===== src/rtl/dma_eng_pkg.sv =====
package dma_eng_pkg;

    localparam int WORD_W = 32;
    localparam int REQ_W  = 32;

    localparam int CFG_EN_BIT   = 0;
    localparam int CFG_HALT_BIT = 18;
    localparam int CTL_SINC_BIT = 26;
    localparam int CTL_DINC_BIT = 27;
    localparam int CTL_TC_BIT   = 31;

    typedef struct packed {
        logic [WORD_W-1:0] src;
        logic [WORD_W-1:0] dst;
        logic [WORD_W-1:0] lli;
        logic [WORD_W-1:0] ctl;
        logic [WORD_W-1:0] cfg;
    } chan_t;

    typedef enum logic [2:0] {
        SEL_SRC = 3'd0,
        SEL_DST = 3'd1,
        SEL_LLI = 3'd2,
        SEL_CTL = 3'd3,
        SEL_CFG = 3'd4
    } sel_t;

    typedef enum logic [2:0] {
        ST_SCAN,
        ST_RD,
        ST_RDW,
        ST_WR,
        ST_LL,
        ST_LLW,
        ST_DONE
    } st_t;

    function automatic logic [11:0] ctl_count(logic [WORD_W-1:0] ctl);
        return ctl[11:0];
    endfunction

    function automatic logic [1:0] ctl_size(logic [WORD_W-1:0] ctl);
        return ctl[19:18];
    endfunction

    // Flow gate: code in cfg[13:11], src index cfg[5:1], dst index cfg[10:6]
    function automatic logic flow_ok(logic [WORD_W-1:0] cfg, logic [REQ_W-1:0] req);
        logic s_rq;
        logic d_rq;
        s_rq = req[cfg[5:1]];
        d_rq = req[cfg[10:6]];
        case (cfg[13:11])
            3'd0:    return 1'b1;
            3'd1:    return d_rq;
            3'd2:    return s_rq;
            3'd3:    return s_rq & d_rq;
            default: return 1'b0;
        endcase
    endfunction

    // Descriptor fetch order: source, destination, control, next pointer
    function automatic logic [WORD_W-1:0] desc_offset(logic [1:0] idx);
        case (idx)
            2'd0:    return 32'd0;
            2'd1:    return 32'd4;
            2'd2:    return 32'd12;
            default: return 32'd8;
        endcase
    endfunction

endpackage


===== src/rtl/dma_chan_regs.sv =====
module dma_chan_regs
    import dma_eng_pkg::*;
#(
    parameter  int NCH = 4,
    localparam int CW  = (NCH > 1) ? $clog2(NCH) : 1
) (
    input  logic                  clk,
    input  logic                  rst,
    input  logic                  host_we,
    input  logic [CW-1:0]         host_ch,
    input  logic [2:0]            host_sel,
    input  logic [WORD_W-1:0]     host_data,
    input  logic                  upd_valid,
    input  logic [CW-1:0]         upd_ch,
    input  chan_t                 upd_val,
    output chan_t [NCH-1:0]       regs_o
);

    for (genvar i = 0; i < NCH; i++) begin : g_ch
        always_ff @(posedge clk) begin
            if (rst) begin
                regs_o[i] <= '0;
            end else if (upd_valid && upd_ch == CW'(i)) begin
                regs_o[i] <= upd_val;
            end else if (host_we && host_ch == CW'(i)) begin
                case (sel_t'(host_sel))
                    SEL_SRC: regs_o[i].src <= host_data;
                    SEL_DST: regs_o[i].dst <= host_data;
                    SEL_LLI: regs_o[i].lli <= host_data;
                    SEL_CTL: regs_o[i].ctl <= host_data;
                    SEL_CFG: regs_o[i].cfg <= host_data;
                    default: ;
                endcase
            end
        end
    end

endmodule


===== src/rtl/dma_elig.sv =====
module dma_elig
    import dma_eng_pkg::*;
#(
    parameter int NCH = 4
) (
    input  chan_t [NCH-1:0]   regs_i,
    input  logic [REQ_W-1:0]  req_i,
    input  logic              glb_en,
    output logic [NCH-1:0]    elig_o
);

    for (genvar i = 0; i < NCH; i++) begin : g_ch
        logic unused_fields;
        assign unused_fields = ^{regs_i[i].src, regs_i[i].dst, regs_i[i].lli,
                                 regs_i[i].ctl[31:12], regs_i[i].cfg[31:19],
                                 regs_i[i].cfg[17:14]};
        assign elig_o[i] = glb_en
                         && regs_i[i].cfg[CFG_EN_BIT]
                         && !regs_i[i].cfg[CFG_HALT_BIT]
                         && (ctl_count(regs_i[i].ctl) != 12'd0)
                         && flow_ok(regs_i[i].cfg, req_i);
    end

endmodule


===== src/rtl/dma_seq.sv =====
module dma_seq
    import dma_eng_pkg::*;
#(
    parameter  int NCH = 4,
    localparam int CW  = (NCH > 1) ? $clog2(NCH) : 1
) (
    input  logic                clk,
    input  logic                rst,
    input  logic [NCH-1:0]      elig_i,
    input  chan_t [NCH-1:0]     regs_i,
    output logic                mem_valid,
    input  logic                mem_ready,
    output logic                mem_write,
    output logic [WORD_W-1:0]   mem_addr,
    output logic [WORD_W-1:0]   mem_wdata,
    output logic [1:0]          mem_size,
    input  logic                mem_rvalid,
    input  logic [WORD_W-1:0]   mem_rdata,
    output logic                upd_valid,
    output logic [CW-1:0]       upd_ch,
    output chan_t               upd_val,
    output logic [NCH-1:0]      tc_o
);

    st_t                st;
    logic [CW-1:0]      cur;
    chan_t              w;
    logic [WORD_W-1:0]  data;
    logic [1:0]         ll_idx;
    logic               tc_pend;
    logic [WORD_W-1:0]  step;

    always_comb begin
        step      = 32'd1 << ctl_size(w.ctl);
        mem_valid = (st == ST_RD) || (st == ST_WR) || (st == ST_LL);
        mem_write = (st == ST_WR);
        mem_wdata = data;
        mem_size  = (st == ST_LL) ? 2'd2 : ctl_size(w.ctl);
        case (st)
            ST_RD:   mem_addr = w.src;
            ST_WR:   mem_addr = w.dst;
            default: mem_addr = w.lli + desc_offset(ll_idx);
        endcase
        upd_valid = (st == ST_DONE);
        upd_ch    = cur;
        upd_val   = w;
        tc_o      = (st == ST_DONE && tc_pend) ? (NCH'(1) << cur) : '0;
    end

    always_ff @(posedge clk) begin
        if (rst) begin
            st      <= ST_SCAN;
            cur     <= '0;
            w       <= '0;
            data    <= '0;
            ll_idx  <= '0;
            tc_pend <= 1'b0;
        end else begin
            case (st)
                ST_SCAN: begin
                    if (elig_i[cur]) begin
                        w  <= regs_i[cur];
                        st <= ST_RD;
                    end else begin
                        cur <= (cur == CW'(NCH - 1)) ? '0 : cur + 1'b1;
                    end
                end
                ST_RD: if (mem_ready) st <= ST_RDW;
                ST_RDW: begin
                    if (mem_rvalid) begin
                        data <= mem_rdata;
                        st   <= ST_WR;
                    end
                end
                ST_WR: begin
                    if (mem_ready) begin
                        if (w.ctl[CTL_SINC_BIT]) w.src <= w.src + step;
                        if (w.ctl[CTL_DINC_BIT]) w.dst <= w.dst + step;
                        w.ctl[11:0] <= w.ctl[11:0] - 12'd1;
                        tc_pend     <= 1'b0;
                        ll_idx      <= '0;
                        if (ctl_count(w.ctl) == 12'd1) begin
                            if (w.lli != '0) begin
                                st <= ST_LL;
                            end else begin
                                w.cfg[CFG_EN_BIT] <= 1'b0;
                                tc_pend           <= w.ctl[CTL_TC_BIT];
                                st                <= ST_DONE;
                            end
                        end else begin
                            st <= ST_DONE;
                        end
                    end
                end
                ST_LL: if (mem_ready) st <= ST_LLW;
                ST_LLW: begin
                    if (mem_rvalid) begin
                        case (ll_idx)
                            2'd0:    w.src <= mem_rdata;
                            2'd1:    w.dst <= mem_rdata;
                            2'd2:    w.ctl <= mem_rdata;
                            default: w.lli <= mem_rdata;
                        endcase
                        ll_idx <= ll_idx + 2'd1;
                        if (ll_idx == 2'd3) begin
                            tc_pend <= w.ctl[CTL_TC_BIT];
                            st      <= ST_DONE;
                        end else begin
                            st <= ST_LL;
                        end
                    end
                end
                default: st <= ST_SCAN;
            endcase
        end
    end

endmodule


===== src/rtl/dma_xfer_engine.sv =====
module dma_xfer_engine
    import dma_eng_pkg::*;
#(
    parameter  int NCH = 4,
    localparam int CW  = (NCH > 1) ? $clog2(NCH) : 1
) (
    input  logic              clk,
    input  logic              rst,
    input  logic              glb_en,
    input  logic              cfg_we,
    input  logic [CW-1:0]     cfg_ch,
    input  logic [2:0]        cfg_sel,
    input  logic [31:0]       cfg_wdata,
    input  logic [31:0]       req_single,
    input  logic [31:0]       req_burst,
    output logic              mem_valid,
    input  logic              mem_ready,
    output logic              mem_write,
    output logic [31:0]       mem_addr,
    output logic [31:0]       mem_wdata,
    output logic [1:0]        mem_size,
    input  logic              mem_rvalid,
    input  logic [31:0]       mem_rdata,
    output logic [NCH-1:0]    tc_pulse,
    output logic [NCH-1:0]    ch_enabled
);

    chan_t [NCH-1:0] regs;
    logic  [NCH-1:0] elig;
    logic            upd_valid;
    logic  [CW-1:0]  upd_ch;
    chan_t           upd_val;

    dma_chan_regs #(.NCH(NCH)) regs_i (
        .clk       (clk),
        .rst       (rst),
        .host_we   (cfg_we),
        .host_ch   (cfg_ch),
        .host_sel  (cfg_sel),
        .host_data (cfg_wdata),
        .upd_valid (upd_valid),
        .upd_ch    (upd_ch),
        .upd_val   (upd_val),
        .regs_o    (regs)
    );

    dma_elig #(.NCH(NCH)) elig_i (
        .regs_i (regs),
        .req_i  (req_single | req_burst),
        .glb_en (glb_en),
        .elig_o (elig)
    );

    dma_seq #(.NCH(NCH)) seq_i (
        .clk        (clk),
        .rst        (rst),
        .elig_i     (elig),
        .regs_i     (regs),
        .mem_valid  (mem_valid),
        .mem_ready  (mem_ready),
        .mem_write  (mem_write),
        .mem_addr   (mem_addr),
        .mem_wdata  (mem_wdata),
        .mem_size   (mem_size),
        .mem_rvalid (mem_rvalid),
        .mem_rdata  (mem_rdata),
        .upd_valid  (upd_valid),
        .upd_ch     (upd_ch),
        .upd_val    (upd_val),
        .tc_o       (tc_pulse)
    );

    for (genvar i = 0; i < NCH; i++) begin : g_en
        assign ch_enabled[i] = regs[i].cfg[CFG_EN_BIT];
    end

endmodule


===== config.mk =====
export PLATFORM = sky130hd
export DESIGN_NAME = dma_xfer_engine
export DESIGN_NICKNAME = d
export VERILOG_FILES = /design/src/rtl/dma_eng_pkg.sv /design/src/rtl/dma_chan_regs.sv /design/src/rtl/dma_elig.sv /design/src/rtl/dma_seq.sv /design/src/rtl/dma_xfer_engine.sv
export SDC_FILE = /design/constraint.sdc
export NUM_CORES = 2
export LEC_CHECK = 0
export ABC_AREA = 1
export BUFFER_PORTS_ARGS = -buffer_cell sky130_fd_sc_hd__buf_2
export CELL_PAD_IN_SITES_DETAIL_PLACEMENT = 0
export CELL_PAD_IN_SITES_GLOBAL_PLACEMENT = 1
export CORE_MARGIN = 5
export CORE_UTILIZATION = 47
export DETAILED_ROUTE_END_ITERATION = 10
export MAX_ROUTING_LAYER = met4
export PLACE_DENSITY = 0.85
export SYNTH_ARGS = -nofsm -noshare
export SYNTH_HDL_FRONTEND = slang
export SYNTH_SLANG_ARGS = --single-unit

===== constraint.sdc =====
create_clock -name clk -period 4.3 [get_ports clk]
set_input_delay 0.215 -clock clk [delete_from_list [all_inputs] [get_ports clk]]
set_output_delay 0.215 -clock clk [all_outputs]
set_load 0.005 [all_outputs]

==> impl_metrics.csv <==
group,metric,value,unit
timing,hold_viol_final,0,
power_and_ir_drop,p_switching,10.4,mW
power_and_ir_drop,leakage,17.3,nW
synthesis,synth.avg_cell_area,6.08,um^2
setup_path,max_stage_delay,0.49,ns
power_and_ir_drop,powerDensity,536,mW/mm^2
cts,cts_max_level,3,
setup_path,reg2reg_slack,0.54,ns
timing,tightestPinTransition,1.20,ns
floorplanning,initial_core_util,47.4,%
power_and_ir_drop,clock_power_share,30.7,%
timing,slew-limit-headroom,19.7,%
timing,setup_viol,0,
global_route,grt_overflow,0,
finish,fillers,8589,
synthesis,yosysWarnings,0,
finish,synthToLayoutAreaGrowth,13.0,%
setup_path,crit_buf_inv,3,
timing,finalCritPeriodShare,97.8,%
timing,final.setup.tns,0,ns
synthesis,synth_seq_cells,680,
synthesis,netlist_area,0.0397,mm^2
place,dpl.hpwl,139000,um
route,wirelength,210000,um
setup_path,cp_common_cell,"nand3_1",
finish,fin_cells,7712,
setup_path,critPathTopFamily,"simple AND/OR/NAND/NOR gates",
floorplanning,dieArea,0.0903,mm^2
floorplanning,die_h,301,um
timing,max_clock_freq,238,MHz
setup_path,crit_chain,"inv_4 > ha_4 > ha_4 > nand3_1 > nand2_1 > nand3_1 > nand3b_1 > nor4_2 > nand4_1 > inv_1 > nand3_1 > xor2_1 > nand2_1 > o221ai_1 > buf_2",
floorplanning,die_w,301,um
floorplanning,io_pins,215,
cts,clk_pin_slew,0.06,ns
setup_path,cp.arrival,3.99,ns
synthesis,seq_area_frac_synth,34.3,%
synthesis,ys.flop_type,"dfxtp_1",
setup_path,critPathKind,"reg2out",
power_and_ir_drop,intPower,13.6,mW
finish,seqCellArea,0.0136,mm^2
cts,root_buffer,"clkbuf_16",
power_and_ir_drop,max-vdd-ir-drop,0.000328,V
cts,clkLatencyLatePin,0.66,ns
route,vias_per_cell,6.15,
setup_path,cp.required,4.09,ns
hold_path,min_path_type,"in2reg",
timing,fin_skew,0.0506,ns
route,avgRoutedWirePerCell,27.2,um
finish,multiInputGateArea,0.0226,mm^2
power_and_ir_drop,p_comb_share,35.5,%
floorplanning,rows,106,
synthesis,synth-async-reset-ratio,0,%
floorplanning,core_area,0.0837,mm^2
finish,final_cell_mix,"nand2_1 (2546), dfxtp_1 (676), nor2_1 (598)",
finish,drive_gt1_share,9.06,%
synthesis,netlist_instances,6519,
cts,cts_buffers,80,
route,dr.first_iter.drc_count,7189,
place,placed_cell_area,0.0414,mm^2
finish,stdcell_area,0.0448,mm^2
place,routabilityCongestion,1.03,
route,num_vias,47416,
setup_path,startpoint_type,"flop",
finish,fin_util,53.6,%
power_and_ir_drop,power,24.0,mW
route,dr.pass1.iters,8,
finish,final_common_cell,"nand2_1",
timing,slew_viol_final,0,
finish,nNetsFinal,6673,
global_route,track_usage,45.6,%
cts,cts.sinks,680,
status,status,"complete, no violations",
job,drv_cap,0,
global_route,grt_max_degree,192,
timing,post-route-min-period,4.21,ns
global_route,grt_first_pass_wirelength,300000,um
cts,cts_buffer_depth,3,
place,dpl.cell_count,7508,
global_route,grt_pass1_vias,43544,
route,drc_errors,0,
setup_path,endpoint_kind,"primary output",
power_and_ir_drop,power_frac_seq,33.8,%
global_route,antenna_found_initial,5,
route,ant_nets,0,
setup_path,worstPathMaxFanout,5,
synthesis,synth_edf_count,0,
setup_path,critPathSlowestCell,"nor4_2",
power_and_ir_drop,sw_frac_of_total,43.5,%
cts,cts_tree,"yes",
synthesis,synth_fp_nets,6682,
synthesis,yosysUniqueCellTypes,53,
place,numPortBuffers,214,
-- timing repair --
item	in CTS	in global routing
gates resized for setup	19	13
buffers inserted	5	3
pin swaps	8	9
hold endpoints to repair	109	0
endpoints found under the setup margin	12	8
hold buffers	47	0
-- cell usage after synthesis, types with 2 or more instances --
cell type / number / area (um^2)
nand2_1: 2554 / 9590
buf_4: 14 / 105
nand3_4: 2 / 35.0
o211ai_1: 4 / 30.0
ha_1: 21 / 263
nor4_1: 39 / 244
o21ai_1: 14 / 70.1
clkbuf_2: 3 / 15.0
o21a_1: 3 / 22.5
a211oi_1: 3 / 22.5
nand3b_1: 7 / 52.6
nor2_2: 32 / 200
nand3_2: 3 / 30.0
clkbuf_1: 369 / 1390
a22oi_1: 51 / 383
buf_1: 26 / 97.6
nand4_1: 30 / 188
buf_2: 46 / 230
o22ai_1: 111 / 694
dfxtp_1: 680 / 13600
buf_6: 23 / 259
inv_2: 10 / 37.5
a31oi_1: 478 / 2990
a21oi_1: 159 / 796
nor2_4: 2 / 22.5
o31ai_1: 12 / 90.1
fa_1: 3 / 60.1
nor2_1: 601 / 2260
o221ai_1: 22 / 193
nand3_1: 296 / 1480
o21ai_0: 370 / 1850
inv_1: 410 / 1540
nor3_1: 49 / 245
inv_4: 7 / 43.8
a21oi_2: 5 / 43.8
or2_2: 6 / 37.5
xor2_1: 31 / 272
clkinv_1: 8 / 30.0
-- flip-flops by register name (all words and copies together) (netlist names) --
signal and flops:
regs_i.regs_o 512, seq_i.st 3, seq_i.upd_ch 2, seq_i.mem_wdata 32, seq_i.upd_val 128, seq_i.tc_pend 1
seq_i.ll_idx 2
-- power groups by stage --
stage	combinational, mW	clock (mW)	sequential (mW)
2_1_floorplan	5.61	0	7.28
5_1_grt	9.13	7.62	8.11
4_1_cts	8.21	7.35	8.01
6_report	8.52	7.37	8.11
3_5_place_dp	8.12	0	8.15
3_3_place_gp	8.09	0	8.16
-- worst paths after layout --
kind,startpoint,to,depth (start not counted)
max,seq_i.ll_idx[0]$_SDFFE_PP0P_,mem_addr[29],15
min,cfg_wdata[23],regs_i.regs_o[119]$_SDFFE_PP0P_,5
max reg2reg,seq_i.upd_val[50]$_SDFFE_PP0P_,seq_i.upd_val[150]$_SDFFE_PP0P_,18
min reg2reg,seq_i.mem_wdata[25]$_SDFFE_PP0P_,seq_i.mem_wdata[25]$_SDFFE_PP0P_,2
-- final cells by class --
cell class,instances,share of cell area [%]
clock buffer,112,5.05
multi-input combinational,4922,50.3
inverter,436,3.76
antenna,3,0.0167
clock inverter,35,1.18
timing repair buffer,390,6.10
sequential,680,30.4
tap,1134,3.17
-- worst min-delay path, cell delays in order --
cell	delay, ns
buf_2	0.13
nand2_1	0.06
inv_1	0.08
nand2_1	0.07
a31oi_1	0.06
-- layer usage --
| layer | global-route usage (%) | part of all wire (%) | vias to the layer above |
|---|---|---|---|
| li1 | - | - | 21275 |
| met1 | 56.0 | 37 | 21892 |
| met2 | 67.0 | 42 | 3336 |
| met3 | 10.7 | 12 | 913 |
| met4 | 29.9 | 8.4 | 0 |
| met5 | - | 0 | - |
-- stage by stage --
| stage | hold slack (ns) | worst slack [ns] |
|---|---|---|
| 2_1_floorplan | 0.383 | 1.31 |
| 3_3_place_gp | 0.446 | 0.181 |
| 6_report | 0.0163 | 0.0939 |
| 5_1_grt | 0.0449 | -0.0214 |
| 4_1_cts | 0.00442 | -0.0661 |
| 3_5_place_dp | 0.449 | 0.201 |
-- kinds of logic (layout without fill, tap and decap cells) --
group           count (synthesis)  count (layout)  share of synthesized area [%]
compound gates               1238            1238                           18.2
flops                         680             680                           34.3
xor+xnor                       31              31                          0.684
fa+ha+maj                      24              24                          0.814
other cells                     0               3                              0
buf+inv                       917             973                           9.46
simple gates                 3629            3629                           36.5
(Power assumes the default switching activity.)
